File: config.mk
export PLATFORM = sky130hd
export DESIGN_NAME = hzd_unit
export DESIGN_NICKNAME = d
export VERILOG_FILES = /design/src/rtl/hzd_pkg.sv /design/src/rtl/hzd_match.sv /design/src/rtl/hzd_fwd_sel.sv /design/src/rtl/hzd_stall_ctl.sv /design/src/rtl/hzd_counters.sv /design/src/rtl/hzd_unit.sv
export SDC_FILE = /design/constraint.sdc
export NUM_CORES = 1
export LEC_CHECK = 0
export BUFFER_PORTS_ARGS = -buffer_cell sky130_fd_sc_hd__buf_4
export CORE_UTILIZATION = 35
export DETAILED_ROUTE_END_ITERATION = 8
export SYNTH_ARGS = -nofsm -noshare
export SYNTH_HDL_FRONTEND = slang
export SYNTH_SLANG_ARGS = --single-unit
File: constraint.sdc
create_clock -name clk -period 4.2 [get_ports clk]
set_clock_uncertainty 0.1 [all_clocks]
set_input_delay 1.05 -clock clk [delete_from_list [all_inputs] [get_ports clk]]
set_output_delay 1.05 -clock clk [all_outputs]
set_load 0.05 [all_outputs]
File: src/rtl/hzd_pkg.sv
package hzd_pkg;
   typedef enum logic [1:0] {
      SEL_RF  = 2'b00,
      SEL_MEM = 2'b01,
      SEL_WB  = 2'b10
   } fwd_sel_e;

   localparam int NUM_SRC = 2;
endpackage

File: src/rtl/hzd_match.sv
module hzd_match #(
   parameter int REG_W = 5
) (
   input  logic             valid,
   input  logic             wr,
   input  logic [REG_W-1:0] rd,
   input  logic [REG_W-1:0] src,
   input  logic             use_src,
   output logic             hit
);
   localparam logic [REG_W-1:0] ZERO_REG = '0;

   // a producer writing register zero is never a real dependency
   assign hit = valid && wr && use_src && (rd != ZERO_REG) && (rd == src);
endmodule

File: src/rtl/hzd_fwd_sel.sv
module hzd_fwd_sel
   import hzd_pkg::*;
#(
   parameter int NSRC = 2
) (
   input  logic                 fwd_en,
   input  logic                 mem_is_load,
   input  logic [NSRC-1:0]      hit_mem,
   input  logic [NSRC-1:0]      hit_wb,
   input  logic                 sd_hit,
   output logic [NSRC-1:0][1:0] sel,
   output logic                 sd_sel
);
   // load data does not exist until the end of memory: never bypass it from there
   for (genvar g = 0; g < NSRC; g++) begin : g_op
      assign sel[g] = !fwd_en                      ? SEL_RF  :
                      (hit_mem[g] && !mem_is_load) ? SEL_MEM :
                      hit_wb[g]                    ? SEL_WB  : SEL_RF;
   end

   assign sd_sel = fwd_en && sd_hit;
endmodule

File: src/rtl/hzd_stall_ctl.sv
module hzd_stall_ctl #(
   parameter int NSRC = 2
) (
   input  logic            fwd_en,
   input  logic            id_valid,
   input  logic            id_is_store,
   input  logic            id_jump,
   input  logic            ex_is_load,
   input  logic            ex_br_taken,
   input  logic [NSRC-1:0] hit_ex,
   input  logic [NSRC-1:0] hit_mem,
   output logic            pc_hold,
   output logic            ifid_hold,
   output logic            ifid_flush,
   output logic            idex_bubble
);
   logic dep_fwd;
   logic dep_nofwd;
   logic raw_dep;
   logic kill_any;
   logic stall;

   // with bypassing only a load one ahead forces a wait; store data is consumed late
   assign dep_fwd   = ex_is_load && (hit_ex[0] || (hit_ex[1] && !id_is_store));
   assign dep_nofwd = (|hit_ex) || (|hit_mem);
   assign raw_dep   = fwd_en ? dep_fwd : dep_nofwd;

   assign kill_any  = (id_valid && id_jump) || ex_br_taken;
   assign stall     = raw_dep && !kill_any;

   assign pc_hold     = stall;
   assign ifid_hold   = stall;
   assign ifid_flush  = kill_any;
   assign idex_bubble = stall || ex_br_taken;
endmodule

File: src/rtl/hzd_counters.sv
module hzd_counters #(
   parameter int CNT_W = 16
) (
   input  logic             clk,
   input  logic             rst_n,
   input  logic             stall_inc,
   input  logic             retire_inc,
   output logic [CNT_W-1:0] stall_cnt,
   output logic [CNT_W-1:0] retire_cnt
);
   localparam logic [CNT_W-1:0] ONE = CNT_W'(1);

   always_ff @(posedge clk or negedge rst_n) begin
      if (!rst_n) begin
         stall_cnt  <= '0;
         retire_cnt <= '0;
      end else begin
         if (stall_inc)  stall_cnt  <= stall_cnt + ONE;
         if (retire_inc) retire_cnt <= retire_cnt + ONE;
      end
   end
endmodule

File: src/rtl/hzd_unit.sv
module hzd_unit
   import hzd_pkg::*;
#(
   parameter int REG_W = 5,
   parameter int CNT_W = 16
) (
   input  logic             clk,
   input  logic             rst_n,
   input  logic             fwd_en,
   input  logic             id_valid,
   input  logic [REG_W-1:0] id_rs1,
   input  logic [REG_W-1:0] id_rs2,
   input  logic             id_use_rs1,
   input  logic             id_use_rs2,
   input  logic             id_is_store,
   input  logic             id_jump,
   input  logic             ex_valid,
   input  logic [REG_W-1:0] ex_rs1,
   input  logic [REG_W-1:0] ex_rs2,
   input  logic             ex_use_rs1,
   input  logic             ex_use_rs2,
   input  logic [REG_W-1:0] ex_rd,
   input  logic             ex_wr,
   input  logic             ex_is_load,
   input  logic             ex_br_taken,
   input  logic             mem_valid,
   input  logic [REG_W-1:0] mem_rs2,
   input  logic [REG_W-1:0] mem_rd,
   input  logic             mem_wr,
   input  logic             mem_is_load,
   input  logic             mem_is_store,
   input  logic             wb_valid,
   input  logic [REG_W-1:0] wb_rd,
   input  logic             wb_wr,
   output logic             pc_hold,
   output logic             ifid_hold,
   output logic             ifid_flush,
   output logic             idex_bubble,
   output logic [1:0]       ex_sel_a,
   output logic [1:0]       ex_sel_b,
   output logic             mem_sel_sd,
   output logic             id_wt_a,
   output logic             id_wt_b,
   output logic [CNT_W-1:0] stall_cnt,
   output logic [CNT_W-1:0] retire_cnt
);
   localparam int NSRC = NUM_SRC;

   if (REG_W < 1 || REG_W > 8) begin : g_bad_reg_w
      $error("hzd_unit: REG_W must be 1..8");
   end
   if (CNT_W < 4) begin : g_bad_cnt_w
      $error("hzd_unit: CNT_W must be at least 4");
   end

   logic [NSRC-1:0][REG_W-1:0] id_src;
   logic [NSRC-1:0][REG_W-1:0] ex_src;
   logic [NSRC-1:0]            id_use;
   logic [NSRC-1:0]            ex_use;
   logic [NSRC-1:0]            id_hit_ex;
   logic [NSRC-1:0]            id_hit_mem;
   logic [NSRC-1:0]            id_hit_wb;
   logic [NSRC-1:0]            ex_hit_mem;
   logic [NSRC-1:0]            ex_hit_wb;
   logic [NSRC-1:0][1:0]       ex_sel;
   logic                       sd_hit;

   assign id_src = {id_rs2, id_rs1};
   assign ex_src = {ex_rs2, ex_rs1};
   assign id_use = {id_use_rs2, id_use_rs1};
   assign ex_use = {ex_use_rs2, ex_use_rs1};

   for (genvar g = 0; g < NSRC; g++) begin : g_src
      hzd_match #(.REG_W(REG_W)) u_id_ex (
         .valid(id_valid && ex_valid), .wr(ex_wr), .rd(ex_rd),
         .src(id_src[g]), .use_src(id_use[g]), .hit(id_hit_ex[g]));
      hzd_match #(.REG_W(REG_W)) u_id_mem (
         .valid(id_valid && mem_valid), .wr(mem_wr), .rd(mem_rd),
         .src(id_src[g]), .use_src(id_use[g]), .hit(id_hit_mem[g]));
      hzd_match #(.REG_W(REG_W)) u_id_wb (
         .valid(id_valid && wb_valid), .wr(wb_wr), .rd(wb_rd),
         .src(id_src[g]), .use_src(id_use[g]), .hit(id_hit_wb[g]));
      hzd_match #(.REG_W(REG_W)) u_ex_mem (
         .valid(ex_valid && mem_valid), .wr(mem_wr), .rd(mem_rd),
         .src(ex_src[g]), .use_src(ex_use[g]), .hit(ex_hit_mem[g]));
      hzd_match #(.REG_W(REG_W)) u_ex_wb (
         .valid(ex_valid && wb_valid), .wr(wb_wr), .rd(wb_rd),
         .src(ex_src[g]), .use_src(ex_use[g]), .hit(ex_hit_wb[g]));
   end

   hzd_match #(.REG_W(REG_W)) u_sd (
      .valid(mem_valid && wb_valid), .wr(wb_wr), .rd(wb_rd),
      .src(mem_rs2), .use_src(mem_is_store), .hit(sd_hit));

   hzd_fwd_sel #(.NSRC(NSRC)) u_fwd (
      .fwd_en(fwd_en), .mem_is_load(mem_is_load),
      .hit_mem(ex_hit_mem), .hit_wb(ex_hit_wb), .sd_hit(sd_hit),
      .sel(ex_sel), .sd_sel(mem_sel_sd));

   hzd_stall_ctl #(.NSRC(NSRC)) u_stall (
      .fwd_en(fwd_en), .id_valid(id_valid), .id_is_store(id_is_store),
      .id_jump(id_jump), .ex_is_load(ex_is_load), .ex_br_taken(ex_br_taken),
      .hit_ex(id_hit_ex), .hit_mem(id_hit_mem),
      .pc_hold(pc_hold), .ifid_hold(ifid_hold),
      .ifid_flush(ifid_flush), .idex_bubble(idex_bubble));

   hzd_counters #(.CNT_W(CNT_W)) u_cnt (
      .clk(clk), .rst_n(rst_n), .stall_inc(pc_hold), .retire_inc(wb_valid),
      .stall_cnt(stall_cnt), .retire_cnt(retire_cnt));

   assign ex_sel_a = ex_sel[0];
   assign ex_sel_b = ex_sel[1];
   // register file writes early in the cycle, so this path ignores fwd_en
   assign id_wt_a  = id_hit_wb[0];
   assign id_wt_b  = id_hit_wb[1];
endmodule

==> results by group <==
Drt
  • Residual DRC: 0
  • DR pass1 iterations: 4
  • Final WL: 5672 um
  • DR iter-0 viols: between 50 and 60
  • Routed Antenna Nets: 0
  • Wirelength per Cell: 13.97 um
  • Drt via density: between 4 and 5
  • Vias: between 2000 and 2500

Die
  • Top Ports: slightly above 100
  • Die span in y: ~82 um
  • Die Wd: between 80 and 90 um
  • Core ar.: ~0.006 sq mm
  • Initial core utilization: approximately 37%
  • Die area: 0.006690 sq mm
  • # rows: 28

Final layout
  • Antenna Cells: 0
  • Final cell count without fillers: 406
  • Fraction of layout cells with a size suffix above 1: 33.53%
  • Layout area overhead: 38.63%
  • NumNets Final: 393
  • Final Cell Area: 0.003089 sq mm

CTS
  • # clock sinks: 32
  • CTS Buf Count: 5
  • Post-CTS Setup Bufs: 0
  • CTS tree: done
  • Clk root buf: clkbuf_8
  • Post-CTS Resized: 0
  • Worst skew pair latency: approximately 0.28 ns
  • Worst-path clk slew: about 0.060 ns
  • H-tree levels: 2
  • # hold bufs at CTS: 0
  • Worst-case clock buffer depth: 2

Setup path
  • Start of the worst register-to-register path: u_cnt.stall_cnt[0]$_DFFE_PN0P_
  • Crit-path most repeated cell: buf_4
  • Buf/Inv on CP: 3
  • Reg2reg end: u_cnt.stall_cnt[13]$_DFFE_PN0P_
  • Setup crit end: ifid_hold
  • Worst path required time: 3.05 ns
  • CP endpoint kind: output port
  • Crit path arrival time: between 2 and 3 ns
  • FF-to-FF path depth: 5
  • Stages on worst setup path: 6
  • CP top delay family: compound AO/OA/AOI/OAI gates
  • Max incr delay on CP: roughly 0.36 ns
  • Worst Setup Start Kind: primary input
  • CP Cell Sequence: buf_4 -> or3_1 -> o311a_1 -> a32o_1 -> buf_4 -> buf_4
  • Crit-path max FO: 18
  • Setup crit start: mem_rd[1]
  • Worst R2R Setup Slack: 2.61 ns
  • Worst setup path class: in -> out
  • Crit-path slowest cell: or3_1

Placement
  • Post-Place Cells: between 300 and 400
  • Global placement routability congestion: about 0.94
  • Hpwl dp: 4697 um
  • Dpl cell area: ~0.003 sq mm
  • Pre-CTS setup slack: about 0.51 ns
  • Port Buf Inserts: around 100

Global routing
  • Grt ovf: 0
  • Total track usage: 17.91%
  • First-pass GRT wire length: between 9000 and 10000 um
  • Vias in the first global route: roughly 2000
  • Antenna violations before repair: 0
  • Largest net degree at the start of global routing: 33

Logic synthesis
  • Mapped Avg Cell Area: approximately 9.4 sq um
  • Yosys reg bits: 32
  • Yosys top cell area share: between 30% and 40%
  • Post-synthesis sequential area ratio: a little over a third
  • Ranking of synthesized cells by area: dfrtp_1, xnor2_1, xor2_1
  • Synth Flop Type: dfrtp_1
  • Post-synth top area cell: dfrtp_1
  • Synth Warn #: 0
  • Netlist cell types: 32
  • Mapped Area: about 0.0022 sq mm
  • Synth async-reset ratio: 100.0%
  • Number of synthesized flops with an enable pin: 0
  • Mapped Cells: ~240
  • Net Count, Synth: slightly below 300

Power and ir drop
  • Worst vdd ir: between 0.2 and 0.3 mV
  • Static leakage: about 1.4 nW
  • Power Density: around 310 mW/mm^2

STA
  • Setup tns final: 0 ns
  • Hold Worst Slack: ~0.36 ns
  • Fin. Hold Viols: 0
  • Post-route setup slack: 0.5131 ns
  • RSZ-0062 raised after global routing: false
  • Slew @ Worst Pin: around 0.42 ns
  • Period Utilization, post-route: 87.78%
  • Slew HR: 72.13%
  • Max frequency: between 200 and 300 MHz
  • Slew Limit Fails: 0
  • Final min period: 3.687 ns
  • Final setup violation count: 0

Flow run
  • Max_cap viols: 0

Outcome
  • Status: complete, no violations

Hold path
  • HP Class: reg -> reg
-- synthesized netlist by cell type (all sizes together) (3+ instances only) --
library cell   n
xnor2         67
dfrtp         32
nand2         18
nand4         18
xor2          18
nand3         16
nor2          11
clkbuf        10
and3           7
buf            5
and2           4
nor4           4
inv            3
-- cell families (layout without fill, tap and decap cells) --
logic type / after synthesis / after routing / synth area share (%)
flip-flops: 32 / 32 / 35.93
AND/OR/NAND/NOR: 89 / 89 / 21.39
XOR/XNOR: 85 / 85 / 33.41
multiplexers: 2 / 2 / 1.011
buffers and inverters: 18 / 113 / 4.267
AO/OA/AOI/OAI: 8 / 8 / 2.864
adder cells (fa/ha/maj): 2 / 2 / 1.123
-- report_power, final --
group	internal (W)	total (W)	switching, W	leakage (nW)
Combinational	0.000149	0.000369	0.000220	0.960
Sequential	0.000342	0.000386	0.0000437	0.435
Clock	0.000112	0.000215	0.000103	0.0410
Total	0.000604	0.000971	0.000367	1.44
-- worst min-delay path by stage --
stage | from | end | slack [ns] | cells after the start
2_1_floorplan | rst_n | u_cnt.retire_cnt[0]$_DFFE_PN0P_ | 0.65 | 0
3_3_place_gp | u_cnt.retire_cnt[15]$_DFFE_PN0P_ | u_cnt.retire_cnt[15]$_DFFE_PN0P_ | 0.36 | 1
3_5_place_dp | u_cnt.retire_cnt[15]$_DFFE_PN0P_ | u_cnt.retire_cnt[15]$_DFFE_PN0P_ | 0.36 | 1
4_1_cts | u_cnt.retire_cnt[15]$_DFFE_PN0P_ | u_cnt.retire_cnt[15]$_DFFE_PN0P_ | 0.37 | 1
5_1_grt | u_cnt.retire_cnt[15]$_DFFE_PN0P_ | u_cnt.retire_cnt[15]$_DFFE_PN0P_ | 0.40 | 1
6_report | u_cnt.retire_cnt[15]$_DFFE_PN0P_ | u_cnt.retire_cnt[15]$_DFFE_PN0P_ | 0.36 | 1
-- metrics by stage --
step	power, W	util [%]
after floorplan	0.0006187	-
after global placement	0.0007613	49.98
after detailed placement	0.0007648	49.98
after CTS	0.0009865	51.27
after global routing	0.001027	51.27
final	0.0009705	51.27
-- layer usage --
layer  global-route usage [%]  wire length (um)  vias up
li1                         -                 -      992
met1                    24.25              2657      947
met2                    28.51              2585       71
met3                    3.556               347        7
met4                    5.439                82        0
met5                        0                 0        -
-- flip-flops by register name, summed over array words and instances (netlist names) --
signal	cells
u_cnt.retire_cnt	16
u_cnt.stall_cnt	16
-- cell type report --
cell class	count	area (sq um)
Timing Repair Buffer	103	773.2
Multi-Input combinational cell	186	1333
Inverter	3	11.26
Sequential cell	32	800.8
Tap cell	75	93.84
Clock inverter	1	5.005
Fill cell	605	2937
Clock buffer	6	72.57
-- layout by cell type (no fill, tap or decap) --
cell and count:
or4_1 2, nand2_1 18, nor4_1 4, nand3_2 1, or2_1 1, clkbuf_1 1, a21oi_1 1, or3_1 2
inv_1 3, nand4_1 18, mux2_1 1, xor2_1 18, a21o_1 1, nor2_1 11, dfrtp_1 32, o22ai_1 2
and3_1 7, xnor2_1 67, and2_1 4, mux2_2 1, o311a_1 2, o2111ai_1 1, and4_1 2, nor3_1 2
clkinv_2 1, buf_4 103, a32o_1 1, clkbuf_8 5, nand3_1 15, or2b_1 1, nor3b_1 1, ha_1 2
(Power assumes the default switching activity.)
